===== src/rtl/vvpwm_pkg.sv =====
package vvpwm_pkg;

    typedef logic [4:0] leg_t;

    localparam int unsigned NUM_LV = 10;

    // Circular large-state table; neighbours differ in one leg.
    function automatic leg_t lv_state(input logic [3:0] idx);
        leg_t s;
        case (idx)
            4'd0:    s = 5'b10001;
            4'd1:    s = 5'b11001;
            4'd2:    s = 5'b11000;
            4'd3:    s = 5'b11100;
            4'd4:    s = 5'b01100;
            4'd5:    s = 5'b01110;
            4'd6:    s = 5'b00110;
            4'd7:    s = 5'b00111;
            4'd8:    s = 5'b00011;
            4'd9:    s = 5'b10011;
            default: s = 5'b10001;
        endcase
        return s;
    endfunction

endpackage


===== src/rtl/vvpwm_plan.sv =====
module vvpwm_plan #(
    parameter int unsigned PERIOD = 5000,
    parameter int unsigned FRAC_W = 8,
    parameter int unsigned D1_Q   = 71,
    parameter int unsigned D2_Q   = 114,
    parameter int unsigned CNT_W  = 13
) (
    input  logic [CNT_W-1:0] t1_i,
    input  logic [CNT_W-1:0] t2_i,
    output logic [CNT_W-1:0] edge_a_o,
    output logic [CNT_W-1:0] edge_b_o,
    output logic [CNT_W-1:0] edge_c_o
);
    localparam int unsigned PW = CNT_W + FRAC_W + 1;
    localparam logic [PW-1:0] D1_W = PW'(D1_Q);
    localparam logic [PW-1:0] D2_W = PW'(D2_Q);

    logic [PW-1:0]    t1_w, t2_w;
    logic [PW-1:0]    dw_full [4];
    logic [CNT_W-1:0] half    [4];

    always_comb begin
        t1_w       = PW'(t1_i);
        t2_w       = PW'(t2_i);
        dw_full[0] = (D1_W * t1_w) >> FRAC_W;
        dw_full[1] = (D2_W * t1_w + D1_W * t2_w) >> FRAC_W;
        dw_full[2] = (D1_W * t1_w + D2_W * t2_w) >> FRAC_W;
        dw_full[3] = (D1_W * t2_w) >> FRAC_W;
    end

    for (genvar g = 0; g < 4; g++) begin : g_half
        assign half[g] = CNT_W'(dw_full[g] >> 1);
    end

    // Rising edges of the first-half segments; the centre takes the rest.
    assign edge_a_o = half[0];
    assign edge_b_o = half[0] + half[1];
    assign edge_c_o = half[0] + half[1] + half[2];

endmodule


===== src/rtl/vvpwm_decode.sv =====
module vvpwm_decode
    import vvpwm_pkg::*;
#(
    parameter int unsigned PERIOD = 5000,
    parameter int unsigned CNT_W  = 13
) (
    input  logic [CNT_W-1:0] cnt_i,
    input  logic [CNT_W-1:0] edge_a_i,
    input  logic [CNT_W-1:0] edge_b_i,
    input  logic [CNT_W-1:0] edge_c_i,
    input  logic [3:0]       base_i,
    input  logic             vld_i,
    output leg_t             pwm_o
);
    localparam logic [CNT_W-1:0] P_W = CNT_W'(PERIOD);

    logic [1:0] seg;
    logic [4:0] idx_sum;
    logic [4:0] idx;

    always_comb begin
        if (cnt_i < edge_a_i)             seg = 2'd0;
        else if (cnt_i < edge_b_i)        seg = 2'd1;
        else if (cnt_i < edge_c_i)        seg = 2'd2;
        else if (cnt_i < P_W - edge_c_i)  seg = 2'd3;
        else if (cnt_i < P_W - edge_b_i)  seg = 2'd2;
        else if (cnt_i < P_W - edge_a_i)  seg = 2'd1;
        else                              seg = 2'd0;

        idx_sum = 5'(base_i) + 5'(seg);
        idx     = (idx_sum >= 5'(NUM_LV)) ? idx_sum - 5'(NUM_LV) : idx_sum;
        pwm_o   = vld_i ? lv_state(idx[3:0]) : '0;
    end

endmodule


===== src/rtl/vvpwm_sequencer.sv =====
module vvpwm_sequencer
    import vvpwm_pkg::*;
#(
    parameter int unsigned PERIOD = 5000,
    parameter int unsigned FRAC_W = 8,
    parameter int unsigned D1_Q   = 71,
    parameter int unsigned D2_Q   = 114,
    localparam int unsigned CNT_W = $clog2(PERIOD + 1)
) (
    input  logic             clk_i,
    input  logic             rst_i,
    input  logic [3:0]       sector_i,
    input  logic [CNT_W-1:0] t1_i,
    input  logic [CNT_W-1:0] t2_i,
    output logic [4:0]       pwm_o,
    output logic             strobe_o
);
    localparam logic [CNT_W-1:0] P_W   = CNT_W'(PERIOD);
    localparam logic [CNT_W-1:0] LAST  = P_W - 1'b1;
    localparam logic [CNT_W:0]   P_SUM = (CNT_W+1)'(PERIOD);

    typedef struct packed {
        logic [CNT_W-1:0] cnt;
        logic [3:0]       base;
        logic [CNT_W-1:0] ea;
        logic [CNT_W-1:0] eb;
        logic [CNT_W-1:0] ec;
        logic             vld;
    } seq_t;

    localparam seq_t SEQ_RST = '{cnt: LAST, base: '0, ea: '0, eb: '0, ec: '0, vld: 1'b0};

    seq_t             seq_d, seq_q;
    logic [CNT_W-1:0] ea_new, eb_new, ec_new;
    logic             at_end;
    logic             plan_ok;

    vvpwm_plan #(
        .PERIOD (PERIOD),
        .FRAC_W (FRAC_W),
        .D1_Q   (D1_Q),
        .D2_Q   (D2_Q),
        .CNT_W  (CNT_W)
    ) u_plan (
        .t1_i     (t1_i),
        .t2_i     (t2_i),
        .edge_a_o (ea_new),
        .edge_b_o (eb_new),
        .edge_c_o (ec_new)
    );

    always_comb begin
        seq_d   = seq_q;
        at_end  = (seq_q.cnt == LAST);
        plan_ok = (sector_i >= 4'd1) && (sector_i <= 4'd10) &&
                  (({1'b0, t1_i} + {1'b0, t2_i}) == P_SUM);
        if (at_end) begin
            seq_d.cnt = '0;
            if (plan_ok) begin
                seq_d.base = sector_i - 4'd1;
                seq_d.ea   = ea_new;
                seq_d.eb   = eb_new;
                seq_d.ec   = ec_new;
                seq_d.vld  = 1'b1;
            end
        end else begin
            seq_d.cnt = seq_q.cnt + 1'b1;
        end
    end

    always_ff @(posedge clk_i) begin
        if (rst_i) seq_q <= SEQ_RST;
        else       seq_q <= seq_d;
    end

    vvpwm_decode #(
        .PERIOD (PERIOD),
        .CNT_W  (CNT_W)
    ) u_decode (
        .cnt_i    (seq_q.cnt),
        .edge_a_i (seq_q.ea),
        .edge_b_i (seq_q.eb),
        .edge_c_i (seq_q.ec),
        .base_i   (seq_q.base),
        .vld_i    (seq_q.vld),
        .pwm_o    (pwm_o)
    );

    assign strobe_o = (seq_q.cnt == '0);

    assert_reset_quiet_R1: assert property (@(posedge clk_i)
        rst_i |=> (pwm_o == 5'b0 && !strobe_o));

    assert_strobe_single_R2: assert property (@(posedge clk_i) disable iff (rst_i)
        strobe_o |=> !strobe_o);

    assert_count_range_R2: assert property (@(posedge clk_i) disable iff (rst_i)
        seq_q.cnt < P_W);

    assert_hold_mid_period_R3: assert property (@(posedge clk_i) disable iff (rst_i)
        (seq_q.cnt != '0) |-> $stable({seq_q.base, seq_q.ea, seq_q.eb, seq_q.ec, seq_q.vld}));

    assert_large_only_R7: assert property (@(posedge clk_i) disable iff (rst_i)
        (pwm_o != 5'b0) |-> ($countones(pwm_o) == 2 || $countones(pwm_o) == 3));

    assert_no_zero_after_load_R7: assert property (@(posedge clk_i) disable iff (rst_i)
        seq_q.vld |-> (pwm_o != 5'b0));

    assert_single_toggle_R8: assert property (@(posedge clk_i) disable iff (rst_i)
        (seq_q.cnt != '0) |-> ($countones(pwm_o ^ $past(pwm_o)) <= 1));

    assert_invalid_hold_R9: assert property (@(posedge clk_i) disable iff (rst_i)
        (at_end && !plan_ok) |=> $stable({seq_q.base, seq_q.ea, seq_q.eb, seq_q.ec, seq_q.vld}));

endmodule


===== config.mk =====
export PLATFORM = sky130hd
export DESIGN_NAME = vvpwm_sequencer
export DESIGN_NICKNAME = d
export VERILOG_FILES = /design/src/rtl/vvpwm_pkg.sv /design/src/rtl/vvpwm_plan.sv /design/src/rtl/vvpwm_decode.sv /design/src/rtl/vvpwm_sequencer.sv
export SDC_FILE = /design/constraint.sdc
export NUM_CORES = 1
export LEC_CHECK = 0
export CORE_AREA = 4 4 173 175
export DETAILED_ROUTE_END_ITERATION = 6
export DIE_AREA = 0 0 177 179
export DONT_BUFFER_PORTS = 1
export SLEW_MARGIN = 40
export SYNTH_ARGS = -nofsm -noshare
export SYNTH_HDL_FRONTEND = slang
export SYNTH_SLANG_ARGS = --single-unit

===== constraint.sdc =====
create_clock -name clk_i -period 21.1 [get_ports clk_i]
set_clock_uncertainty 0.15 [all_clocks]
set_input_delay 1.055 -clock clk_i [delete_from_list [all_inputs] [get_ports clk_i]]
set_output_delay 1.055 -clock clk_i [all_outputs]
set_load 0.05 [all_outputs]

==> results.ini, run 1 <==
[finish]
area_growth_pct=5.09
top_register=seq_q
antenna-diode-count=0
layout-drive-gt1-share=0.0214
nets=1927
finalNonFillerCells=1879
fillers=2780
largest_register_ffs=55
reg_top3=seq_q x55

[worst_setup_path]
critPathMaxStageDelay_ns=0.72
cp_common_cell=ha_1
required_ns=21.19
crit_fanout=6
crit_type=input pin to register
timing.rr.end=seq_q[13]$_SDFFE_PP0P_
worst-r2r-cell-count=9
crit_path_end_kind=register
slowest_stage=o41ai_1
rr_startpoint=seq_q[45]$_SDFF_PP1_
startpoint_type=input pin
r2r_slack_ns=17.07
critPathArrivalTime_ns=9.85

[clock_network]
post-cts-setup-buffers=0
numCtsBuffers=5
clockBufferDepth=2
root_buffer=clkbuf_16
htreeDepth=2
clk_pin_slew_ns=0.07
cts_hold_buf=0
cts-resized-gates=0
cts_sinks=55
clock_latency_ns=0.30
cts_tree=yes

[placement]
hpwl_mm=26.0
dpl.cell_count=1871
io_buffer_count=0
pre_cts_ws_ns=11.05
gp_congestion=0.864

[synth]
synth_compound_area_frac=0.146
avgSynthCellArea_um2=8.61
synth_nets=1928
yosys-top-cells-area=ha_1 (30%), fa_1 (15%), dfxtp_1 (8.6%)
ys_types=73
async_reset_ff_frac=0
synth-edff-count=0
synth_adder_area_share=0.446
synth_top_family_by_area=adder cells
syn-instance-count=1495
synth_area_um2=12900
ys_seq_area_frac=0.0855
synth_mux_area_frac=0.0290
ys_seq_elements=55
synth_xor_area_frac=0.0850
synth-main-ff-cell=dfxtp_1
ys.warnings.count=0
synth_top_area_frac=0.296
yosysTopAreaCell=ha_1
synth-simple-area-share=0.131

[sta]
setup_violations=0
worst_slew_pin_slew_ns=0.864
slew_headroom=0.420
min_period_ns=9.76
rsz0062_at_grt=no
fin_crit_sh=0.463
hold_viol=0
final_max_slew_viol_count=0
hold_slack_ns=0.344
fmaxAchievable_mhz=102
setup_ws_ns=11.34
setup_tns_ns=0

[route]
vias=10017
drt_iter0_markers=474
postRouteAntennaNets=0
drt_wl_total_mm=30.7
drtPass1Iterations=5
drcViolationCount=0
wire_per_inst_um=16.3
vias_per_cell=5.33

[min_path]
worstHoldPathType=register to register
min_path_cells=2
holdPathEnd=seq_q[0]$_SDFFE_PP0P_
worstHoldStart=seq_q[0]$_SDFFE_PP0P_

[global_route]
grt_use_total=0.195
grt_pass1_vias=9817
grt_first_pass_wirelength_mm=50.0
gr-total-overflow=0
antenna_found_initial=0
grt_start_max_net_pins=50

[floorplan]
fp.dieArea_um2=31700
ios=38
core_um2=28500
start_util=0.452
chipHeight_um=179
rows=62
die_w_um=177

[job]
max_cap_viol_count=0

[run_status]
status=complete, no violations

[cell usage after synthesis, types with 4 or more instances]
master    count
nand4_1       9
and2_1        4
nand2_1      54
dfxtp_1      55
o21bai_1      7
a211oi_1     13
a311oi_1      4
o21a_1       18
nor3_1       42
mux2i_1      35
a211o_1       5
o41ai_1       4
ha_1        305
o21ai_0      48
a21o_1       32
or3_1        11
a31oi_1       9
nand3b_1      4
and3_1       12
or2_2         4
xor2_1       31
a21oi_1      85
nand3_1      36
nor4_1       11
clkbuf_1      8
nor2b_1      16
inv_1       243
nor2_1       97
nand2b_1     20
o31ai_1       6
xnor2_1      94
o211ai_1     14
fa_1         96
[layout by cell type, fill, tap and decap left out, types with 11 or more instances in the layout]
master / count
ha_1: 305
fa_1: 96
nor2b_1: 16
nor4_1: 11
nand3_1: 36
mux2i_1: 35
inv_1: 243
a21oi_1: 83
nor2_1: 97
o21ai_0: 48
o211ai_1: 14
xnor2_1: 94
or3_1: 11
nand2_1: 54
xor2_1: 31
and3_1: 12
a211oi_1: 11
nand2b_1: 20
a21o_1: 32
o21a_1: 18
nor3_1: 42
dfxtp_1: 55
[logic make-up after synthesis]
group | count (synthesis)
adder cells (fa/ha/maj) | 401
AND/OR/NAND/NOR | 337
AO/OA/AOI/OAI | 283
buffers and inverters | 257
XOR/XNOR | 125
flip-flops | 55
multiplexers | 37
[layout make-up]
cell class | count | area [um^2] | share of cell area
clock inverters | 2 | 38.8 | 0.00287
repair buffers | 5 | 37.5 | 0.00277
flip-flops and latches | 55 | 1100 | 0.0814
multi-input cells | 1183 | 10800 | 0.800
inverters | 244 | 916 | 0.0677
clock buffers | 6 | 139 | 0.0103
well taps | 384 | 480 | 0.0355
[worst max path at each step]
stage	startpoint	endpoint	slack, ns	cells past startpoint
after floorplan	t1_i[0]	seq_q[12]$_SDFFE_PP0P_	11.71	36
after global placement	t1_i[0]	seq_q[12]$_SDFFE_PP0P_	11.17	36
after detailed placement	t1_i[0]	seq_q[12]$_SDFFE_PP0P_	11.05	36
after CTS	t1_i[0]	seq_q[12]$_SDFFE_PP0P_	11.36	36
after global routing	t1_i[0]	seq_q[12]$_SDFFE_PP0P_	10.56	36
final	t1_i[0]	seq_q[12]$_SDFFE_PP0P_	11.34	36
[worst max-delay path, delay by kind of cell]
kind            cells  cell delay [ns]
fa+ha+maj          11             4.17
compound gates     11             2.93
simple gates        5             0.78
xor+xnor            4             0.63
buf+inv             4             0.19
mux                 1             0.09
[per-layer routing]
layer	vias to the layer above	share of wire	global-route usage
li1	5183	-	-
met1	4689	0.48	0.262
met2	120	0.47	0.338
met3	25	0.025	0.0177
met4	0	0.024	0.0496
met5	-	0	0
[metrics by stage]
| step | utilization | instance area [um^2] |
|---|---|---|
| floorplan | - | 12900 |
| global placement | 0.468 | 13300 |
| detailed placement | 0.469 | 13300 |
| CTS | 0.475 | 13500 |
| global route | 0.475 | 13500 |
| finish | 0.475 | 13500 |
Power of run 1 is left out: the tool's default activity adds up to more than one toggle a clock period on the data nets, which glitch-free logic cannot reach.
==> run 2: changes to the inputs <==
clock period = 8.3 ns   (was 21.1 ns; I/O delays follow)
==> run 2 against run 1 <==
Against the previous run:
- highest routed layer unchanged
- register-to-register slack worse by 13 ns
- hold slack got worse by 0.31 ns
- global-route usage grew 1.0 points
- critical endpoint is now seq_q[13]$_SDFFE_PP0P_
- final area increased by 6.3%
- the flow now finishes with violations (setup timing)
- largest cell class unchanged
==> results.ini, run 2 (synthesis results as in run 1) <==
[sta]
fmaxAchievable_mhz=120
final_max_slew_viol_count=0
worst_slew_pin_slew_ns=0.792
hold_viol=0
slew_headroom=0.468
setup_violations=1
fin_crit_sh=1.00
setup_ws_ns=-0.0269
min_period_ns=8.33
rsz0062_at_grt=yes

[global_route]
antenna_found_initial=0
grt_pass1_vias=10264
grt_start_max_net_pins=50
gr-total-overflow=0
grt_use_total=0.206
grt_first_pass_wirelength_mm=52.5

[worst_setup_path]
slowest_stage=fa_1
required_ns=8.36
critPathMaxStageDelay_ns=0.57
crit_fanout=8
crit_path_end_kind=register
critPathTopFamily=adder cells
worst-r2r-cell-count=9
critPathBufInv=6
critPathArrivalTime_ns=8.39
r2r_slack_ns=4.27
crit_type=input pin to register
cp-endpoint=seq_q[13]$_SDFFE_PP0P_
rr_startpoint=seq_q[45]$_SDFF_PP1_
startpoint_type=input pin
crit_start=t1_i[2]
path_depth=37
timing.rr.end=seq_q[13]$_SDFFE_PP0P_

[route]
vias=10345
wire_per_inst_um=16.3
drt_wl_total_mm=32.1
drt_iter0_markers=422
vias_per_cell=5.25
drtPass1Iterations=5
postRouteAntennaNets=0
drcViolationCount=0

[clock_network]
cts_sinks=55
htreeDepth=2
numCtsBuffers=5
clock_latency_ns=0.30
cts_hold_buf=0
cts_tree=yes
clockBufferDepth=2
root_buffer=clkbuf_16
clk_pin_slew_ns=0.07

[finish]
fillers=2742
largest_register_ffs=55
stdcell_area_um2=14400
area_growth_pct=11.7
nets=2016
layout-drive-gt1-share=0.0972
regArea_um2=1100
final_common_cell=ha_1
final_cell_mix=ha_1 (299), inv_1 (241), nor2_1 (95), fa_1 (95), buf_4 (93)
multiInputGateArea_um2=11000
reg_top3=seq_q x55
top_register=seq_q

[job]
max_cap_viol_count=0

[run_status]
violations=setup timing
status=finished, violations left

[floorplan]
die_w_um=177
ios=38
start_util=0.452
fp.dieArea_um2=31700
rows=62
core_um2=28500
chipHeight_um=179

[placement]
gp_congestion=0.855
place_area_um2=14000
hpwl_mm=27.0
io_buffer_count=0

[min_path]
worstHoldPathType=input pin to register

## run 2: worst min-delay path by stage
stage	from	end	slack, ns	cells past startpoint
6_report	rst_i	seq_q[0]$_SDFFE_PP0P_	0.03	1
5_1_grt	rst_i	seq_q[43]$_SDFFE_PP0P_	0.02	1
4_1_cts	rst_i	seq_q[34]$_SDFFE_PP0P_	0.02	1
3_5_place_dp	seq_q[0]$_SDFFE_PP0P_	seq_q[0]$_SDFFE_PP0P_	0.35	2
3_3_place_gp	seq_q[0]$_SDFFE_PP0P_	seq_q[0]$_SDFFE_PP0P_	0.32	2
2_1_floorplan	seq_q[0]$_SDFFE_PP0P_	seq_q[0]$_SDFFE_PP0P_	0.31	2
## run 2: what timing repair did
| item | in CTS | in global routing |
|---|---|---|
| setup buffers | 5 | 6 |
| endpoints found under the setup margin | 2 | 5 |
| gates resized for setup | 4 | 22 |
| pin swaps | 21 | 21 |
## run 2: stage by stage
step	instances	util	setup WS (ns)	hold WS [ns]	setup TNS (ns)
after global placement	1951	0.492	-0.242	0.325	-0.710
after global routing	1968	0.505	-0.491	0.0212	-1.28
final	1969	0.505	-0.0269	0.0336	-0.0269
after detailed placement	1951	0.492	-0.401	0.347	-1.43
after floorplan	1495	-	-0.0259	0.306	-0.0259
after CTS	1964	0.500	0.0171	0.0217	0
## run 2: cell type report
| cell class | count | share of cell area |
|---|---|---|
| multi-input cells | 1183 | 0.765 |
| flip-flops and latches | 55 | 0.0766 |
| inverters | 244 | 0.0637 |
| repair buffers | 94 | 0.0493 |
| well taps | 384 | 0.0334 |
| clock buffers | 5 | 0.00870 |
| clock inverters | 3 | 0.00348 |
| diodes | 1 | 0.000174 |
## run 2: routing by layer
| metal | share of wire | up-vias | routed length, um | track usage |
|---|---|---|---|---|
| li1 | - | 5359 | - | - |
| met1 | 0.46 | 4838 | 14700 | 0.265 |
| met2 | 0.50 | 118 | 15900 | 0.372 |
| met3 | 0.027 | 30 | 863 | 0.0202 |
| met4 | 0.019 | 0 | 616 | 0.0464 |
| met5 | 0 | - | 0 | 0 |
Power of run 2 is left out for the same reason.
